**src/rtl/c2w_pkg.sv**
```systemverilog
package c2w_pkg;

    typedef enum logic [1:0] {
        ST_IDLE  = 2'd0,
        ST_FETCH = 2'd1,
        ST_DONE  = 2'd2
    } c2w_state_e;

    localparam int unsigned C2W_WAYS = 2;

endpackage

```
**src/rtl/c2w_way_store.sv**
```systemverilog
// One way of the cache: valid, tag and data per set, read asynchronously.
module c2w_way_store #(
    parameter int unsigned SETS   = 8,
    parameter int unsigned IDX_W  = 3,
    parameter int unsigned TAG_W  = 13,
    parameter int unsigned DATA_W = 32
) (
    input  logic              clk,
    input  logic              rst_n,
    input  logic [IDX_W-1:0]  rd_idx,
    output logic              rd_valid,
    output logic [TAG_W-1:0]  rd_tag,
    output logic [DATA_W-1:0] rd_data,
    input  logic              wr_en,
    input  logic [IDX_W-1:0]  wr_idx,
    input  logic [TAG_W-1:0]  wr_tag,
    input  logic [DATA_W-1:0] wr_data
);

    typedef struct packed {
        logic [SETS-1:0]             vld;
        logic [SETS-1:0][TAG_W-1:0]  tag;
        logic [SETS-1:0][DATA_W-1:0] dat;
    } store_t;

    store_t st_d, st_q;

    always_comb begin
        st_d = st_q;
        if (wr_en) begin
            st_d.vld[wr_idx] = 1'b1;
            st_d.tag[wr_idx] = wr_tag;
            st_d.dat[wr_idx] = wr_data;
        end
    end

    always_ff @(posedge clk) begin
        if (!rst_n) begin
            st_q <= '0;
        end else begin
            st_q <= st_d;
        end
    end

    assign rd_valid = st_q.vld[rd_idx];
    assign rd_tag   = st_q.tag[rd_idx];
    assign rd_data  = st_q.dat[rd_idx];

endmodule

```
**src/rtl/c2w_tag_match.sv**
```systemverilog
// Per-way tag comparator.
module c2w_tag_match #(
    parameter int unsigned TAG_W = 13
) (
    input  logic             line_valid,
    input  logic [TAG_W-1:0] line_tag,
    input  logic [TAG_W-1:0] req_tag,
    output logic             match
);

    always_comb begin
        match = line_valid && (line_tag == req_tag);
    end

endmodule

```
**src/rtl/c2w_recency.sv**
```systemverilog
// One recency bit per set naming the next way to evict; victim choice.
module c2w_recency #(
    parameter int unsigned SETS  = 8,
    parameter int unsigned IDX_W = 3
) (
    input  logic             clk,
    input  logic             rst_n,
    input  logic [IDX_W-1:0] look_idx,
    input  logic [1:0]       look_vld,
    output logic             victim,
    input  logic             touch_en,
    input  logic [IDX_W-1:0] touch_idx,
    input  logic             touch_way
);

    logic [SETS-1:0] old_d, old_q;

    always_comb begin
        old_d = old_q;
        if (touch_en) begin
            old_d[touch_idx] = ~touch_way;
        end
    end

    always_ff @(posedge clk) begin
        if (!rst_n) begin
            old_q <= '0;
        end else begin
            old_q <= old_d;
        end
    end

    always_comb begin
        if (!look_vld[0]) begin
            victim = 1'b0;
        end else if (!look_vld[1]) begin
            victim = 1'b1;
        end else begin
            victim = old_q[look_idx];
        end
    end

endmodule

```
**src/rtl/c2w_read_cache.sv**
```systemverilog
// Two-way set-associative read cache, one word per line.
module c2w_read_cache
    import c2w_pkg::*;
#(
    parameter int unsigned ADDR_W = 16,
    parameter int unsigned DATA_W = 32,
    parameter int unsigned SETS   = 8
) (
    input  logic              clk,
    input  logic              rst_n,
    input  logic              cpu_req,
    input  logic [ADDR_W-1:0] cpu_addr,
    output logic              cpu_stall,
    output logic              cpu_hit,
    output logic [DATA_W-1:0] cpu_rdata,
    output logic              mem_req,
    output logic [ADDR_W-1:0] mem_addr,
    input  logic              mem_ack,
    input  logic [DATA_W-1:0] mem_rdata
);

    localparam int unsigned IDX_W = (SETS > 1) ? $clog2(SETS) : 1;
    localparam int unsigned TAG_W = ADDR_W - IDX_W;

    typedef struct packed {
        c2w_state_e        st;
        logic [ADDR_W-1:0] addr;
        logic              way;
        logic [DATA_W-1:0] fill;
    } ctl_t;

    ctl_t c_d, c_q;

    logic [IDX_W-1:0]  req_idx;
    logic [TAG_W-1:0]  req_tag;
    logic [IDX_W-1:0]  miss_idx;
    logic [TAG_W-1:0]  miss_tag;

    logic [C2W_WAYS-1:0] line_vld;
    logic [TAG_W-1:0]    line_tag  [C2W_WAYS];
    logic [DATA_W-1:0]   line_data [C2W_WAYS];
    logic [C2W_WAYS-1:0] way_hit;
    logic [C2W_WAYS-1:0] way_wr;

    logic victim;
    logic fill_en;
    logic touch_en;
    logic touch_way;
    logic [IDX_W-1:0] touch_idx;

    assign req_idx  = cpu_addr[IDX_W-1:0];
    assign req_tag  = cpu_addr[ADDR_W-1:IDX_W];
    assign miss_idx = c_q.addr[IDX_W-1:0];
    assign miss_tag = c_q.addr[ADDR_W-1:IDX_W];

    for (genvar w = 0; w < C2W_WAYS; w++) begin : g_way
        c2w_way_store #(
            .SETS   (SETS),
            .IDX_W  (IDX_W),
            .TAG_W  (TAG_W),
            .DATA_W (DATA_W)
        ) u_store (
            .clk      (clk),
            .rst_n    (rst_n),
            .rd_idx   (req_idx),
            .rd_valid (line_vld[w]),
            .rd_tag   (line_tag[w]),
            .rd_data  (line_data[w]),
            .wr_en    (way_wr[w]),
            .wr_idx   (miss_idx),
            .wr_tag   (miss_tag),
            .wr_data  (mem_rdata)
        );

        c2w_tag_match #(
            .TAG_W (TAG_W)
        ) u_match (
            .line_valid (line_vld[w]),
            .line_tag   (line_tag[w]),
            .req_tag    (req_tag),
            .match      (way_hit[w])
        );

        assign way_wr[w] = fill_en && (c_q.way == w[0]);
    end

    c2w_recency #(
        .SETS  (SETS),
        .IDX_W (IDX_W)
    ) u_recency (
        .clk       (clk),
        .rst_n     (rst_n),
        .look_idx  (req_idx),
        .look_vld  (line_vld),
        .victim    (victim),
        .touch_en  (touch_en),
        .touch_idx (touch_idx),
        .touch_way (touch_way)
    );

    always_comb begin
        c_d       = c_q;
        cpu_stall = 1'b0;
        cpu_hit   = 1'b0;
        cpu_rdata = '0;
        mem_req   = 1'b0;
        fill_en   = 1'b0;
        touch_en  = 1'b0;
        touch_idx = req_idx;
        touch_way = way_hit[1];

        unique case (c_q.st)
            ST_IDLE: begin
                if (cpu_req) begin
                    if (|way_hit) begin
                        cpu_hit   = 1'b1;
                        cpu_rdata = way_hit[1] ? line_data[1] : line_data[0];
                        touch_en  = 1'b1;
                    end else begin
                        cpu_stall = 1'b1;
                        c_d.st    = ST_FETCH;
                        c_d.addr  = cpu_addr;
                        c_d.way   = victim;
                    end
                end
            end
            ST_FETCH: begin
                cpu_stall = 1'b1;
                mem_req   = 1'b1;
                if (mem_ack) begin
                    fill_en   = 1'b1;
                    touch_en  = 1'b1;
                    touch_idx = miss_idx;
                    touch_way = c_q.way;
                    c_d.fill  = mem_rdata;
                    c_d.st    = ST_DONE;
                end
            end
            ST_DONE: begin
                cpu_rdata = c_q.fill;
                c_d.st    = ST_IDLE;
            end
            default: begin
                c_d.st = ST_IDLE;
            end
        endcase
    end

    always_ff @(posedge clk) begin
        if (!rst_n) begin
            c_q <= '{st: ST_IDLE, addr: '0, way: 1'b0, fill: '0};
        end else begin
            c_q <= c_d;
        end
    end

    assign mem_addr = c_q.addr;

endmodule

```
**config.mk**
```make
export PLATFORM = sky130hd
export DESIGN_NAME = c2w_read_cache
export DESIGN_NICKNAME = d
export VERILOG_FILES = /design/src/rtl/c2w_pkg.sv /design/src/rtl/c2w_way_store.sv /design/src/rtl/c2w_tag_match.sv /design/src/rtl/c2w_recency.sv /design/src/rtl/c2w_read_cache.sv
export SDC_FILE = /design/constraint.sdc
export NUM_CORES = 2
export LEC_CHECK = 0
export ABC_AREA = 1
export BUFFER_PORTS_ARGS = -buffer_cell sky130_fd_sc_hd__buf_2
export CAP_MARGIN = 40
export CORE_UTILIZATION = 53
export DETAILED_ROUTE_END_ITERATION = 12
export GPL_TIMING_DRIVEN = 0
export PLACE_DENSITY = 0.72
export SLEW_MARGIN = 20
export SYNTH_ARGS = -nofsm -noshare
export SYNTH_HDL_FRONTEND = slang
export SYNTH_SLANG_ARGS = --single-unit
```
**constraint.sdc**
```tcl
create_clock -name clk -period 3 [get_ports clk]
set_clock_uncertainty 0.2 [all_clocks]
set_input_delay 0.6 -clock clk [delete_from_list [all_inputs] [get_ports clk]]
set_output_delay 0.6 -clock clk [all_outputs]
set_load 0.05 [all_outputs]
```
### Word level (Yosys, flattened, before mapping)

Cells that the tools add are included.
Widths: inputs -> output; s select.

* bits in registers: 795
* bits of input ports: 52
* output and inout port bits: 51
* logic and storage cells: 118

* magnitude comparators: 5
* equal/unequal tests: 7
* multiplexer cells: 51
* bitwise operators: 5
* reductions and logical operators: 11

Operators by type and width (number)
* $bwmux 256: 2
* $bwmux 104: 2
* $bmux 32 s3: 2
* $mux 32: 6
* $demux 32 s3: 1
* $bmux 13 s3: 2
* $pmux 32 s2: 1
* $demux 13 s3: 1
* $mux 13: 3
* $mux 19: 2
* $eq 13x13->1: 2
* $mux 1: 17
* $or 8x8->8: 2
* $lt 3x4->1 const B: 3
* $bmux 1 s3: 3
* $bwmux 8: 1
* $demux 1 s3: 2
* $ge 3x1->1 const B: 2
* $logic_and 1x1->1: 6
* $mux 3: 2
* $ne 2x2->1 const B: 3
* $reduce_and 3->1: 2
* $pmux 1 s2: 2
* $pmux 2 s2: 1
* other kinds (7): 9

### Logic depth before layout (Yosys ltp)

* depth after elaboration: 8
* gate-level depth with buffers: 22
* depth with buffers taken out: 18

### By module

Synthesis repeated with hierarchy kept, for this count alone.

* cells, all modules: 6364
* area total of the unflattened synthesis: 39207.6 um^2

Modules (own cells, without submodules)
* c2w_way_store: times used 2, cells each 2818, area each 17600.6 um^2, sequential area each 7367.1 um^2
* c2w_read_cache: times used 1, cells each 533, area each 3088.0 um^2, sequential area each 1021.0 um^2
* c2w_tag_match: times used 2, cells each 65, area each 256.5 um^2, sequential area each 0.0 um^2
* c2w_recency: times used 1, cells each 65, area each 405.4 um^2, sequential area each 160.2 um^2

### Worst setup path after synthesis

Ideal clock, no wire load.

* kind: input-to-output
* start point: input port cpu_addr[0]
* end point: output port cpu_rdata[19]
* data arrival time: 2.995 ns
* data required time: 2.200 ns
* path slack: -0.795 ns
* stages: 17
* buffers on the path: 4
* path through: buf_4 -> buf_6 -> buf_6 -> a21oi_2 -> o21ai_1 -> nand2_1 -> nand2_1 -> nand2_1 -> nand2_1 -> nor2_1 -> nand2_1 -> nor2_2 -> nand2_2 -> clkbuf_1 -> nand2_1 -> nand4_1 -> a21oi_1

* longest elaborated chain between the ends: 8
* elaborated cells on any way between the ends: 21
* those cells by class: eq/ne: 2; mux: 16; reduce/logical: 3

RTL lines
* start: declaration: line c2w_read_cache.sv:12 `input logic [ADDR_W-1:0] cpu_addr,`
* $bmux 13 s3: line c2w_way_store.sv:46 `assign rd_tag = st_q.tag[rd_idx];`
* $mux 13 (not written as such): line c2w_way_store.sv:46
* $eq 13x13->1: line c2w_tag_match.sv:12 `match = line_valid && (line_tag == req_tag);`
* $logic_and 1x1->1: line c2w_tag_match.sv:12
* $mux 32 / $reduce_or 2->1 (equally long branches): line c2w_read_cache.sv:117, c2w_read_cache.sv:115
* $mux 32 *: line c2w_read_cache.sv:115 `if (|way_hit) begin`
* $mux 32 *: line c2w_read_cache.sv:114 `if (cpu_req) begin`
* $pmux 32 s2 *: line c2w_read_cache.sv:112 `unique case (c_q.st)`
* end: declaration: line c2w_read_cache.sv:15 `output logic [DATA_W-1:0] cpu_rdata,`

Mark *: on every way between the ends. The rest lies on a longest branch, timed or not. The select of a mux whose other input is x is not followed.

### Worst setup path in the final report

* start point: input port cpu_addr[0]
* end point: output port cpu_rdata[31]

The elaborated chain is that of the path after synthesis.

==> summary.md <==
| Metric | Value |
|---|---|
| CP Max Fanout | 8 |
| Via count | 38,700 |
| Max Cap Violations | 0 |
| Gr usage total | 0.423 |
| Final setup margin | -0.947 ns |
| Initial core utilization | 0.536 |
| Number of clock sinks | between 700 and 800 |
| Worst hold endpoint | mem_addr[11] |
| Die Wd | around 260 um |
| R2R depth | 14 |
| CTS Buffer Depth | 3 |
| Area grow syn2layout | 22.6% |
| Setup_tns | -34.31 ns |
| Worst r2r src | c_q[49] |
| Hold path start | cpu_addr[11] |
| H-tree levels | 3 |
| Number of global-route vias before repair | roughly 35,000 |
| Synth top area cells | dfxtp_1 (45%), nor2_1 (16%), o21ai_0 (16%), nand2_1 (4.2%), a21oi_1 (3.9%) |
| Post-Route WL | 148 mm |
| Gp weighted congestion | 0.996 |
| Final slew viol count | 0 |
| Yosys warnings | 0 |
| I/O pin cnt | approximately 100 |
| Vias/cell | 6.13 |
| Post-route ant nets | 0 |
| Die area | 67,500 sq um |
| Critical Path RT | 2.20 ns |
| First-pass GRT wire length | 215 mm |
| Cell variety after synth | 32 |
| Setup crit start kind | input pin |
| Clk_lat worst skew | 0.65 ns |
| Pre-Repair DR Iteration Count | 12 |
| Critical Path Sink Type | primary output |
| Antenna violations before repair | 1 |
| Clk root buf | clkbuf_16 |
| Post-Syn Instances | 5,162 |
| Worst path arrival time | 3.15 ns |
| Dpl ws | -2.04 ns |
| Nets | 5,437 |
| Ratio of final minimum period to clock period | 1.32 |
| GR Overflow Total | 0 |
| Dominant cell type by area after synthesis | dfxtp_1 |
| Port Buffer Count | 67 |
| Pwr per Cell Area | 566 nW/um^2 |
| R2r setup slk | -0.13 ns |
| Layout cell share with drive strength beyond 1 | 0.156 |
| Core Area | 65,700 sq um |
| Final min period | 3.95 ns |
| Failing checks | design-rule violations, negative setup slack |
| Seq/Total Area, Yosys | 0.452 |
| #FFs+latches synth | 795 |
| Final Hold Fails | 0 |
| Chip Height | 260 um |
| Post-DP HPWL | 105 mm |
| Commonest cells after routing, fill and taps aside | nor2_1 (1,441), o21ai_0 (1,062), dfxtp_1 (789), nand2_1 (345), a21oi_1 (246) |
| Net Count, Synth | 5,214 |
| Worst VDD drop | about 470 uV |
| Post-synth EDFFs | 0 |
| Final setup fails | 171 |
| RSZ-0062 raised after global routing | yes |
| Fill cells | 5,976 |
| Clock Pin Slew Worst Setup and Hold Paths | 0.05 ns |
| Worst Hold Depth | 3 |
| WL/cell | 23.4 um |
| Final core occ | 0.657 |
| Static Leak | between 0.015 and 0.02 uW |
| Synthesized area per cell | 6.82 sq um |
| Crit Path Category | input pin to primary output |
| Drt drc | 2 |
| Worst R2R End | g_way[1].u_store.st_q[90] |
| Synthesized area | 35,200 sq um |
| Pin count of the biggest net entering global routing | 15 |
| DRT iter0 DRCs | 5,614 |
| # rows | 94 |
| HP Class | input pin to register |
| TritonCTS clock tree | done |
| Post-synth ARST share | 0 |
| Clock buffer count from CTS | 85 |
| Top cell type's share of synthesized area | 0.452 |
| Most common cell after layout, fill and taps aside | nor2_1 |
| Worst Max-Slew Pin Slew | 0.959 ns |
| Max Freq | 253 MHz |
| Relative slew slack | 0.361 |
| Commonest register cell after synthesis | dfxtp_1 |
| Status | finished with violations |
==> kinds of logic after synthesis <==
| kind of cell | share of synthesized area |
|---|---|
| AO/OA/AOI/OAI | 0.228 |
| buffers and inverters | 0.0847 |
| flip-flops | 0.452 |
| AND/OR/NAND/NOR | 0.236 |
==> what timing repair did <==
item | CTS | global route
hold buffers | 0 | 0
endpoints found under the setup margin | 791 | 779
buffers inserted | 46 | 15
pin swaps | 58 | 76
cloned | 10 | 2
gates resized for setup | 554 | 353
==> worst max-delay path by stage <==
| stage | startpoint | end | depth (start not counted) |
|---|---|---|---|
| floorplan | cpu_addr[0] | cpu_rdata[19] | 18 |
| global placement | cpu_addr[1] | cpu_rdata[3] | 12 |
| detailed placement | cpu_addr[1] | cpu_rdata[3] | 12 |
| CTS | g_way[1].u_store.st_q[262] | cpu_rdata[1] | 18 |
| global route | cpu_addr[0] | cpu_rdata[1] | 20 |
| finish | cpu_addr[0] | cpu_rdata[31] | 20 |
==> Yosys cell counts, types with 18 or more instances <==
master       n
o22ai_1     66
buf_1       63
dfxtp_1    795
buf_2       67
buf_4       27
nor2_1    1471
nand2_1    397
a21oi_1    277
nand4_1     36
o21ai_1     18
o21ai_0   1099
nand3_1    184
inv_1      205
o221ai_1    64
clkbuf_1   335
==> stage by stage <==
step | total power (uW) | instances | hold WS [ns] | cell area [sq um]
CTS | 24100 | 6305 | 0.0975 | 42300
floorplan | 12400 | 5162 | 0.235 | 35700
global placement | 13300 | 6093 | 0.245 | 37100
detailed placement | 13300 | 6100 | 0.250 | 37200
finish | 24400 | 6314 | 0.133 | 43200
global route | 24900 | 6313 | 0.129 | 43200
==> power by group <==
group	internal, uW	switching [uW]	leakage (uW)
combinational	812	2020	0.0106
sequential	10700	81.8	0.00642
clock	6220	4590	0.00138
==> registers in the layout, indices dropped and copies added (netlist names) <==
name	cells
c_q	35
g_way.u_store.st_q	736
mem_addr	16
u_recency.old_q	8
==> metal layers <==
| layer | wire length, um | track usage |
|---|---|---|
| met1 | 58200 | 0.560 |
| met2 | 64400 | 0.641 |
| met3 | 16200 | 0.0795 |
| met4 | 9180 | 0.252 |
| met5 | 11 | 0 |
==> cell type report <==
| class | instances | area [sq um] | share of cell area |
|---|---|---|---|
| Clock inverter | 30 | 317 | 0.00733 |
| Tap cell | 864 | 1080 | 0.0250 |
| Clock buffer | 121 | 2500 | 0.0578 |
| Timing Repair Buffer | 138 | 1430 | 0.0331 |
| Inverter | 222 | 857 | 0.0199 |
| Multi-Input combinational cell | 3644 | 17900 | 0.414 |
| Sequential cell | 795 | 15900 | 0.369 |
| Buffer | 499 | 3200 | 0.0740 |
| Antenna cell | 1 | 2.50 | 0.0000580 |
==> worst max-delay path, stage by stage <==
cell and delay [ns]:
buf_12 0.11, clkinv_8 0.07, buf_16 0.16, buf_16 0.17, buf_12 0.15, nand2_1 0.08, nand3_2 0.11, nand3_2 0.12
nand2_1 0.07, nand2_1 0.07, nand2_1 0.06, nor2_2 0.11, nand2_2 0.08, nor2_4 0.11, nand2_4 0.11, nand2_8 0.12
buf_8 0.14, nand4_1 0.16, a21oi_4 0.32, buf_8 0.19
(Power assumes the default switching activity.)
